[src/rtl/ldw_pkg.sv]
package ldw_pkg;

    localparam int DATA_W    = 32;
    localparam int IMM_W     = 16;
    localparam int HI_W      = DATA_W - IMM_W;
    localparam int RIDX_W    = 5;
    localparam int OPC_W     = 6;
    localparam int CAUSE_W   = 5;
    localparam int ALIGN_LSB = $clog2(DATA_W / 8);

    localparam logic [OPC_W-1:0]   OPC_LOADW   = 6'b111010;
    localparam logic [CAUSE_W-1:0] CAUSE_XLAT  = 5'b10010;
    localparam logic [CAUSE_W-1:0] CAUSE_PROT  = 5'b10000;
    localparam logic [CAUSE_W-1:0] CAUSE_ALIGN = 5'b00001;

    typedef enum logic [1:0] {
        FLT_NONE  = 2'd0,
        FLT_XLAT  = 2'd1,
        FLT_PROT  = 2'd2,
        FLT_ALIGN = 2'd3
    } fault_e;

    typedef struct packed {
        logic              valid;
        logic [RIDX_W-1:0] rd;
        logic [DATA_W-1:0] addr;
    } ld_req_t;

    typedef struct packed {
        logic              valid;
        logic [RIDX_W-1:0] rd;
        fault_e            fault;
        logic              um;
        logic              vm;
    } ld_res_t;

    // Fixed priority: translation, then protection, then alignment.
    function automatic fault_e classify(
        input logic [ALIGN_LSB-1:0] low_bits,
        input logic                 hit,
        input logic                 prot,
        input logic                 um,
        input logic                 vm
    );
        if (vm && !hit)
            return FLT_XLAT;
        else if (prot && um && vm)
            return FLT_PROT;
        else if (low_bits != '0)
            return FLT_ALIGN;
        else
            return FLT_NONE;
    endfunction

    function automatic logic [CAUSE_W-1:0] cause_of(input fault_e f);
        case (f)
            FLT_XLAT:  return CAUSE_XLAT;
            FLT_PROT:  return CAUSE_PROT;
            FLT_ALIGN: return CAUSE_ALIGN;
            default:   return '0;
        endcase
    endfunction

endpackage

[src/rtl/ldw_addr_gen.sv]
module ldw_addr_gen
    import ldw_pkg::*;
#(
    parameter logic [OPC_W-1:0] PREFIX_OP = 6'b101100
) (
    input  logic              clk,
    input  logic              rst,
    input  logic              issue_valid,
    input  logic [OPC_W-1:0]  issue_opcode,
    input  logic [RIDX_W-1:0] issue_rd,
    input  logic [IMM_W-1:0]  issue_imm,
    input  logic [DATA_W-1:0] ra_value,
    output ld_req_t           req
);

    logic            pfx_valid_q;
    logic [HI_W-1:0] pfx_hi_q;
    logic            is_prefix;
    logic [HI_W-1:0] upper;

    assign is_prefix = issue_opcode == PREFIX_OP;

    // Held upper half lives for exactly one following instruction.
    always_ff @(posedge clk) begin
        if (rst) begin
            pfx_valid_q <= 1'b0;
            pfx_hi_q    <= '0;
        end else if (issue_valid) begin
            pfx_valid_q <= is_prefix;
            if (is_prefix)
                pfx_hi_q <= HI_W'(issue_imm);
        end
    end

    assign upper = pfx_valid_q ? pfx_hi_q : {HI_W{issue_imm[IMM_W-1]}};

    always_comb begin
        req.valid = issue_valid && (issue_opcode == OPC_LOADW);
        req.rd    = issue_rd;
        req.addr  = ra_value + {upper, issue_imm};
    end

endmodule

[src/rtl/ldw_fault_chk.sv]
module ldw_fault_chk
    import ldw_pkg::*;
(
    input  ld_req_t req,
    input  logic    xlat_hit,
    input  logic    xlat_protect,
    input  logic    msr_um,
    input  logic    msr_vm,
    output ld_res_t res,
    output logic    mem_req
);

    fault_e kind;

    assign kind = classify(req.addr[ALIGN_LSB-1:0], xlat_hit, xlat_protect,
                           msr_um, msr_vm);

    always_comb begin
        res.valid = req.valid;
        res.rd    = req.rd;
        res.fault = kind;
        res.um    = msr_um;
        res.vm    = msr_vm;
    end

    // No read leaves the block once any fault is known.
    assign mem_req = req.valid && (kind == FLT_NONE);

endmodule

[src/rtl/ldw_commit.sv]
module ldw_commit
    import ldw_pkg::*;
(
    input  logic               clk,
    input  logic               rst,
    input  ld_res_t            res_d,
    input  logic [DATA_W-1:0]  mem_rdata,
    output logic               rf_we,
    output logic [RIDX_W-1:0]  rf_waddr,
    output logic [DATA_W-1:0]  rf_wdata,
    output logic               exc_valid,
    output logic [CAUSE_W-1:0] esr_cause,
    output logic               esr_store,
    output logic               esr_word,
    output logic [RIDX_W-1:0]  esr_reg,
    output logic               esr_diz_we,
    output logic               esr_diz,
    output logic               msr_we,
    output logic               msr_um_next,
    output logic               msr_vm_next,
    output logic               msr_ums_next,
    output logic               msr_vms_next
);

    ld_res_t q;
    logic    ok;
    logic    mmu_fault;

    always_ff @(posedge clk) begin
        if (rst) begin
            q <= '{valid: 1'b0, rd: '0, fault: FLT_NONE, um: 1'b0, vm: 1'b0};
        end else begin
            q <= res_d;
        end
    end

    assign ok        = q.valid && (q.fault == FLT_NONE);
    assign mmu_fault = q.valid && (q.fault == FLT_XLAT || q.fault == FLT_PROT);

    // Register 0 is never written.
    assign rf_we    = ok && (q.rd != '0);
    assign rf_waddr = q.rd;
    assign rf_wdata = mem_rdata;

    assign exc_valid  = q.valid && (q.fault != FLT_NONE);
    assign esr_cause  = exc_valid ? cause_of(q.fault) : '0;
    assign esr_store  = 1'b0;
    assign esr_word   = q.valid && (q.fault == FLT_ALIGN);
    assign esr_reg    = esr_word ? q.rd : '0;
    assign esr_diz_we = q.valid && (q.fault == FLT_PROT);
    assign esr_diz    = 1'b0;

    assign msr_we       = mmu_fault;
    assign msr_um_next  = 1'b0;
    assign msr_vm_next  = 1'b0;
    assign msr_ums_next = mmu_fault && q.um;
    assign msr_vms_next = mmu_fault && q.vm;

endmodule

[src/rtl/ldw_exec_unit.sv]
module ldw_exec_unit
    import ldw_pkg::*;
#(
    parameter bit               AREA_OPT  = 1'b0,
    parameter logic [OPC_W-1:0] PREFIX_OP = 6'b101100
) (
    input  logic               clk,
    input  logic               rst,
    input  logic               issue_valid,
    input  logic [OPC_W-1:0]   issue_opcode,
    input  logic [RIDX_W-1:0]  issue_rd,
    input  logic [IMM_W-1:0]   issue_imm,
    input  logic [DATA_W-1:0]  ra_value,
    input  logic               msr_um,
    input  logic               msr_vm,
    input  logic               xlat_hit,
    input  logic               xlat_protect,
    output logic [DATA_W-1:0]  acc_addr,
    output logic               mem_req,
    input  logic [DATA_W-1:0]  mem_rdata,
    output logic               rf_we,
    output logic [RIDX_W-1:0]  rf_waddr,
    output logic [DATA_W-1:0]  rf_wdata,
    output logic               exc_valid,
    output logic [CAUSE_W-1:0] esr_cause,
    output logic               esr_store,
    output logic               esr_word,
    output logic [RIDX_W-1:0]  esr_reg,
    output logic               esr_diz_we,
    output logic               esr_diz,
    output logic               msr_we,
    output logic               msr_um_next,
    output logic               msr_vm_next,
    output logic               msr_ums_next,
    output logic               msr_vms_next
);

    ld_req_t req_c;
    ld_req_t req_s;
    ld_res_t res_c;

    ldw_addr_gen #(
        .PREFIX_OP(PREFIX_OP)
    ) u_addr (
        .clk         (clk),
        .rst         (rst),
        .issue_valid (issue_valid),
        .issue_opcode(issue_opcode),
        .issue_rd    (issue_rd),
        .issue_imm   (issue_imm),
        .ra_value    (ra_value),
        .req         (req_c)
    );

    generate
        if (AREA_OPT) begin : g_area
            ld_req_t stage_q;
            always_ff @(posedge clk) begin
                if (rst)
                    stage_q <= '{valid: 1'b0, rd: '0, addr: '0};
                else
                    stage_q <= req_c;
            end
            assign req_s = stage_q;
        end else begin : g_fast
            assign req_s = req_c;
        end
    endgenerate

    assign acc_addr = req_s.addr;

    ldw_fault_chk u_chk (
        .req         (req_s),
        .xlat_hit    (xlat_hit),
        .xlat_protect(xlat_protect),
        .msr_um      (msr_um),
        .msr_vm      (msr_vm),
        .res         (res_c),
        .mem_req     (mem_req)
    );

    ldw_commit u_commit (
        .clk         (clk),
        .rst         (rst),
        .res_d       (res_c),
        .mem_rdata   (mem_rdata),
        .rf_we       (rf_we),
        .rf_waddr    (rf_waddr),
        .rf_wdata    (rf_wdata),
        .exc_valid   (exc_valid),
        .esr_cause   (esr_cause),
        .esr_store   (esr_store),
        .esr_word    (esr_word),
        .esr_reg     (esr_reg),
        .esr_diz_we  (esr_diz_we),
        .esr_diz     (esr_diz),
        .msr_we      (msr_we),
        .msr_um_next (msr_um_next),
        .msr_vm_next (msr_vm_next),
        .msr_ums_next(msr_ums_next),
        .msr_vms_next(msr_vms_next)
    );

endmodule

[config.mk]
export PLATFORM = sky130hd
export DESIGN_NAME = ldw_exec_unit
export DESIGN_NICKNAME = d
export VERILOG_FILES = /design/src/rtl/ldw_pkg.sv /design/src/rtl/ldw_addr_gen.sv /design/src/rtl/ldw_fault_chk.sv /design/src/rtl/ldw_commit.sv /design/src/rtl/ldw_exec_unit.sv
export SDC_FILE = /design/constraint.sdc
export NUM_CORES = 1
export LEC_CHECK = 0
export BUFFER_PORTS_ARGS = -buffer_cell sky130_fd_sc_hd__buf_4
export CAP_MARGIN = 20
export CORE_AREA = 8 8 97 99
export CTS_BUF_LIST = sky130_fd_sc_hd__clkbuf_4 sky130_fd_sc_hd__clkbuf_8 sky130_fd_sc_hd__clkbuf_16
export DETAILED_ROUTE_END_ITERATION = 8
export DIE_AREA = 0 0 105 107
export GPL_ROUTABILITY_DRIVEN = 0
export PLACE_DENSITY = 0.79
export SYNTH_ARGS = -nofsm -noshare
export SYNTH_HDL_FRONTEND = slang
export SYNTH_SLANG_ARGS = --single-unit
[constraint.sdc]
create_clock -name clk -period 9.29 [get_ports clk]
set_clock_uncertainty 0.2 [all_clocks]
set_input_delay 1.858 -clock clk [delete_from_list [all_inputs] [get_ports clk]]
set_output_delay 1.858 -clock clk [all_outputs]
set_load 0.01 [all_outputs]
==> results.md <==
* Post-Synth Adder-Cell Area at 0.133
* Final Critical Period at 6.69 ns
* Leakage power at 2.06 nW
* Worst path slowest cell: ha_1
* Initial antenna violation count at 0
* # clock sinks at 27
* Diodes inserted at 0
* Async SR Flop Fraction at 0
* Worst-Skew Late Latency at 0.27 ns
* Simple-Gate Fraction of Synth Area at 0.197
* Post-synth EDFFs at 0
* Clock Path Buffers at 2
* Initial DRT Pass Iterations at 7
* Total Power at 421 uW
* RSZ-0062 raised after global routing: false
* CP max stage delay at 0.40 ns
* Routed wirelength normalized by instance count at 16.2 um
* Seq/Total Area, Yosys at 0.157
* Worst-path fanout max at 16
* Hold Startpoint: u_addr.pfx_hi_q[13]$_SDFFE_PP0P_
* Max-cap viol count at 0
* Initial Util at 0.434
* Max frequency at 0.149 GHz
* CP most frequent cell: buf_4
* Hold_ws at 0.307 ns
* Final worst-path cycle share at 0.720
* Layout cells sized above 1 at 0.269
* Antenna-violating nets left at 0
* Crit path required time at 7.23 ns
* Clock-pin slew on the worst setup and hold paths at 0.09 ns
* R2R setup slack at 8.07 ns
* # IOs at 189
* Post-CTS setup buffers at 0
* Critical Path Start: issue_imm[15]
* VDD IR max at 56.3 uV
* Crit. End Element: output pin
* Vias in the first global route at 3234
* Vias at 3180
* Syn Inst Count at 448
* Status: complete, no violations
* Fin cells at 592
* Cell Area, Synth at 3440 sq um
* Data arrival, critical path at 4.63 ns
* Violation count after the first detailed-route iteration at 223
* Final Max Tran Viols at 0
* Site Rows at 33
* Power Dens Cells at 108 nW/um^2
* Nets at 622
* Vias per inst at 5.37
* Post-synthesis mux area share at 0.0466
* DRC violation count after routing at 0
* Main flop type after synthesis: dfxtp_1
* Crit path kind: in -> out
* Worst Hold Class: reg -> reg
* Total routed wirelength at 9580 um
* Crit-path cells: buf_4, nand2b_1, nand2_1, ha_1, a21o_1, a21oi_2, a32oi_1, a221o_1, or2_4, a221oi_2, xnor2_1, buf_4
* Num CTS Buffers at 3
* Grt ovf at 0
* CTS resizes at 0
* Worst Tran Pin Value at 1.06 ns
* Final HPWL DP at 8200 um
* Area grow syn2layout at 13.6%
* Reg2Reg Launch Point: u_addr.pfx_valid_q$_SDFFE_PP0P_
* CTS tree: yes
* Core Area at 7930 sq um
* Die Y at 107 um
* H-tree Lvls at 1
* Post-Synth XOR/XNOR Area at 0.0789
* Placed cells at 588
* Die area at 11200 sq um
* Port buffer count at 118
* Rel. slew slack at 0.289
* Endpoints failing setup at 0
* CP Launch Type: input port
* YS warnings at 0
* Setup TNS at 0 ns
* Largest net degree at the start of global routing at 28
* Hold_buf cts at 0
* Post-synthesis compound-gate area fraction at 0.195
* Synth cell types at 51
* Die width at 105 um
* Root Buffer: clkbuf_8
* Largest family of logic cells by synthesized area: simple AND/OR/NAND/NOR gates
* Syn Area/Cell at 7.68 sq um
* Final Hold Fails at 0
* Global Route Usage Sum at 0.163
* Util after Layout at 0.493
* First-pass GRT wire length at 15500 um
* #FFs+latches synth at 27
## synth_stat cells (3+ instances only)
| cell type | number | area [sq um] |
|---|---|---|
| nor2b_1 | 11 | 68.8 |
| dfxtp_1 | 27 | 541 |
| mux2i_1 | 16 | 160 |
| nor3_1 | 3 | 15.0 |
| inv_1 | 12 | 45.0 |
| clkbuf_1 | 12 | 45.0 |
| nor2_1 | 30 | 113 |
| a21o_1 | 17 | 128 |
| buf_4 | 75 | 563 |
| o21ai_0 | 13 | 65.1 |
| o2111ai_1 | 3 | 26.3 |
| xor2_1 | 13 | 114 |
| and2_1 | 8 | 50.1 |
| nand2b_1 | 5 | 31.3 |
| nand2_1 | 50 | 188 |
| o21a_1 | 4 | 30.0 |
| a211oi_1 | 4 | 30.0 |
| nand3_1 | 7 | 35.0 |
| nand4_1 | 4 | 25.0 |
| and3_1 | 13 | 81.3 |
| a31oi_1 | 5 | 31.3 |
| a311oi_1 | 3 | 26.3 |
| xnor2_1 | 18 | 158 |
| ha_1 | 35 | 438 |
| a21oi_1 | 26 | 130 |
| o211ai_1 | 5 | 37.5 |
## per-stage QoR
step,setup WS [ns],cell area [sq um]
2_1_floorplan,2.88,3460
4_1_cts,2.62,3910
6_report,2.60,3910
3_3_place_gp,2.69,3860
3_5_place_dp,2.62,3860
5_1_grt,2.39,3910
## cells by family after synthesis
kind of cell / after synthesis
AND/OR/NAND/NOR: 140
buffers and inverters: 100
AO/OA/AOI/OAI: 97
adder cells (fa/ha/maj): 36
XOR/XNOR: 31
flip-flops: 27
multiplexers: 16
other: 1
## per-layer routing
| metal | part of all wire | wire, um | GRT usage |
|---|---|---|---|
| met5 | 0 | 0 | 0 |
| met4 | 0.030 | 289 | 0.0734 |
| met3 | 0.066 | 631 | 0.0210 |
| met2 | 0.48 | 4630 | 0.280 |
| met1 | 0.42 | 4030 | 0.200 |
## power breakdown
part	total, mW	switching [mW]	leakage (nW)	internal, mW
Sequential	0.121	0.00209	0.220	0.118
Combinational	0.233	0.119	1.81	0.114
Clock	0.0678	0.0376	0.0255	0.0301
Total	0.421	0.159	2.06	0.262
## cell usage in the layout, fill, tap and decap left out, types with 6 or more instances in the layout
master and n:
a21oi_1 26, xnor2_1 18, nor2_1 30, mux2i_1 16, ha_1 35, nand2_1 50, dfxtp_1 27, and3_1 13
and2_1 8, conb_1 6, buf_4 118, nand3_1 7, inv_1 12, xor2_1 13, a21o_1 17, nor2b_1 11
o21ai_0 13
## path summary, 6_finish.rpt
path,cells after the start,to
setup / recovery,12,acc_addr[29]
hold / removal,2,u_addr.pfx_hi_q[13]$_SDFFE_PP0P_
setup reg to reg,2,u_addr.pfx_valid_q$_SDFFE_PP0P_
hold reg to reg,2,u_addr.pfx_hi_q[13]$_SDFFE_PP0P_
## state kept, by name, indices dropped and copies added, names as in the netlist
name and count:
u_commit.rf_waddr 5, u_addr.pfx_valid_q 1, u_addr.pfx_hi_q 16, u_commit.q 5
## area by class of cell
class	count	area [sq um]
fill	779	4020
multi-input combinational	326	2260
timing repair buffer	118	886
sequential	27	541
tap	105	131
inverter	12	45.0
clock buffer	3	41.3
clock inverter	1	5.00
## critical path: cells and delay by family
family / cells / cell delay (ns)
AOI/OAI and AO/OA: 5 / 1.24
and+or+nand+nor: 3 / 0.74
adders and majority gates: 1 / 0.40
buffers and inverters: 2 / 0.26
xor gates and xnor gates: 1 / 0.14
Power figures use the tool's default switching activity.
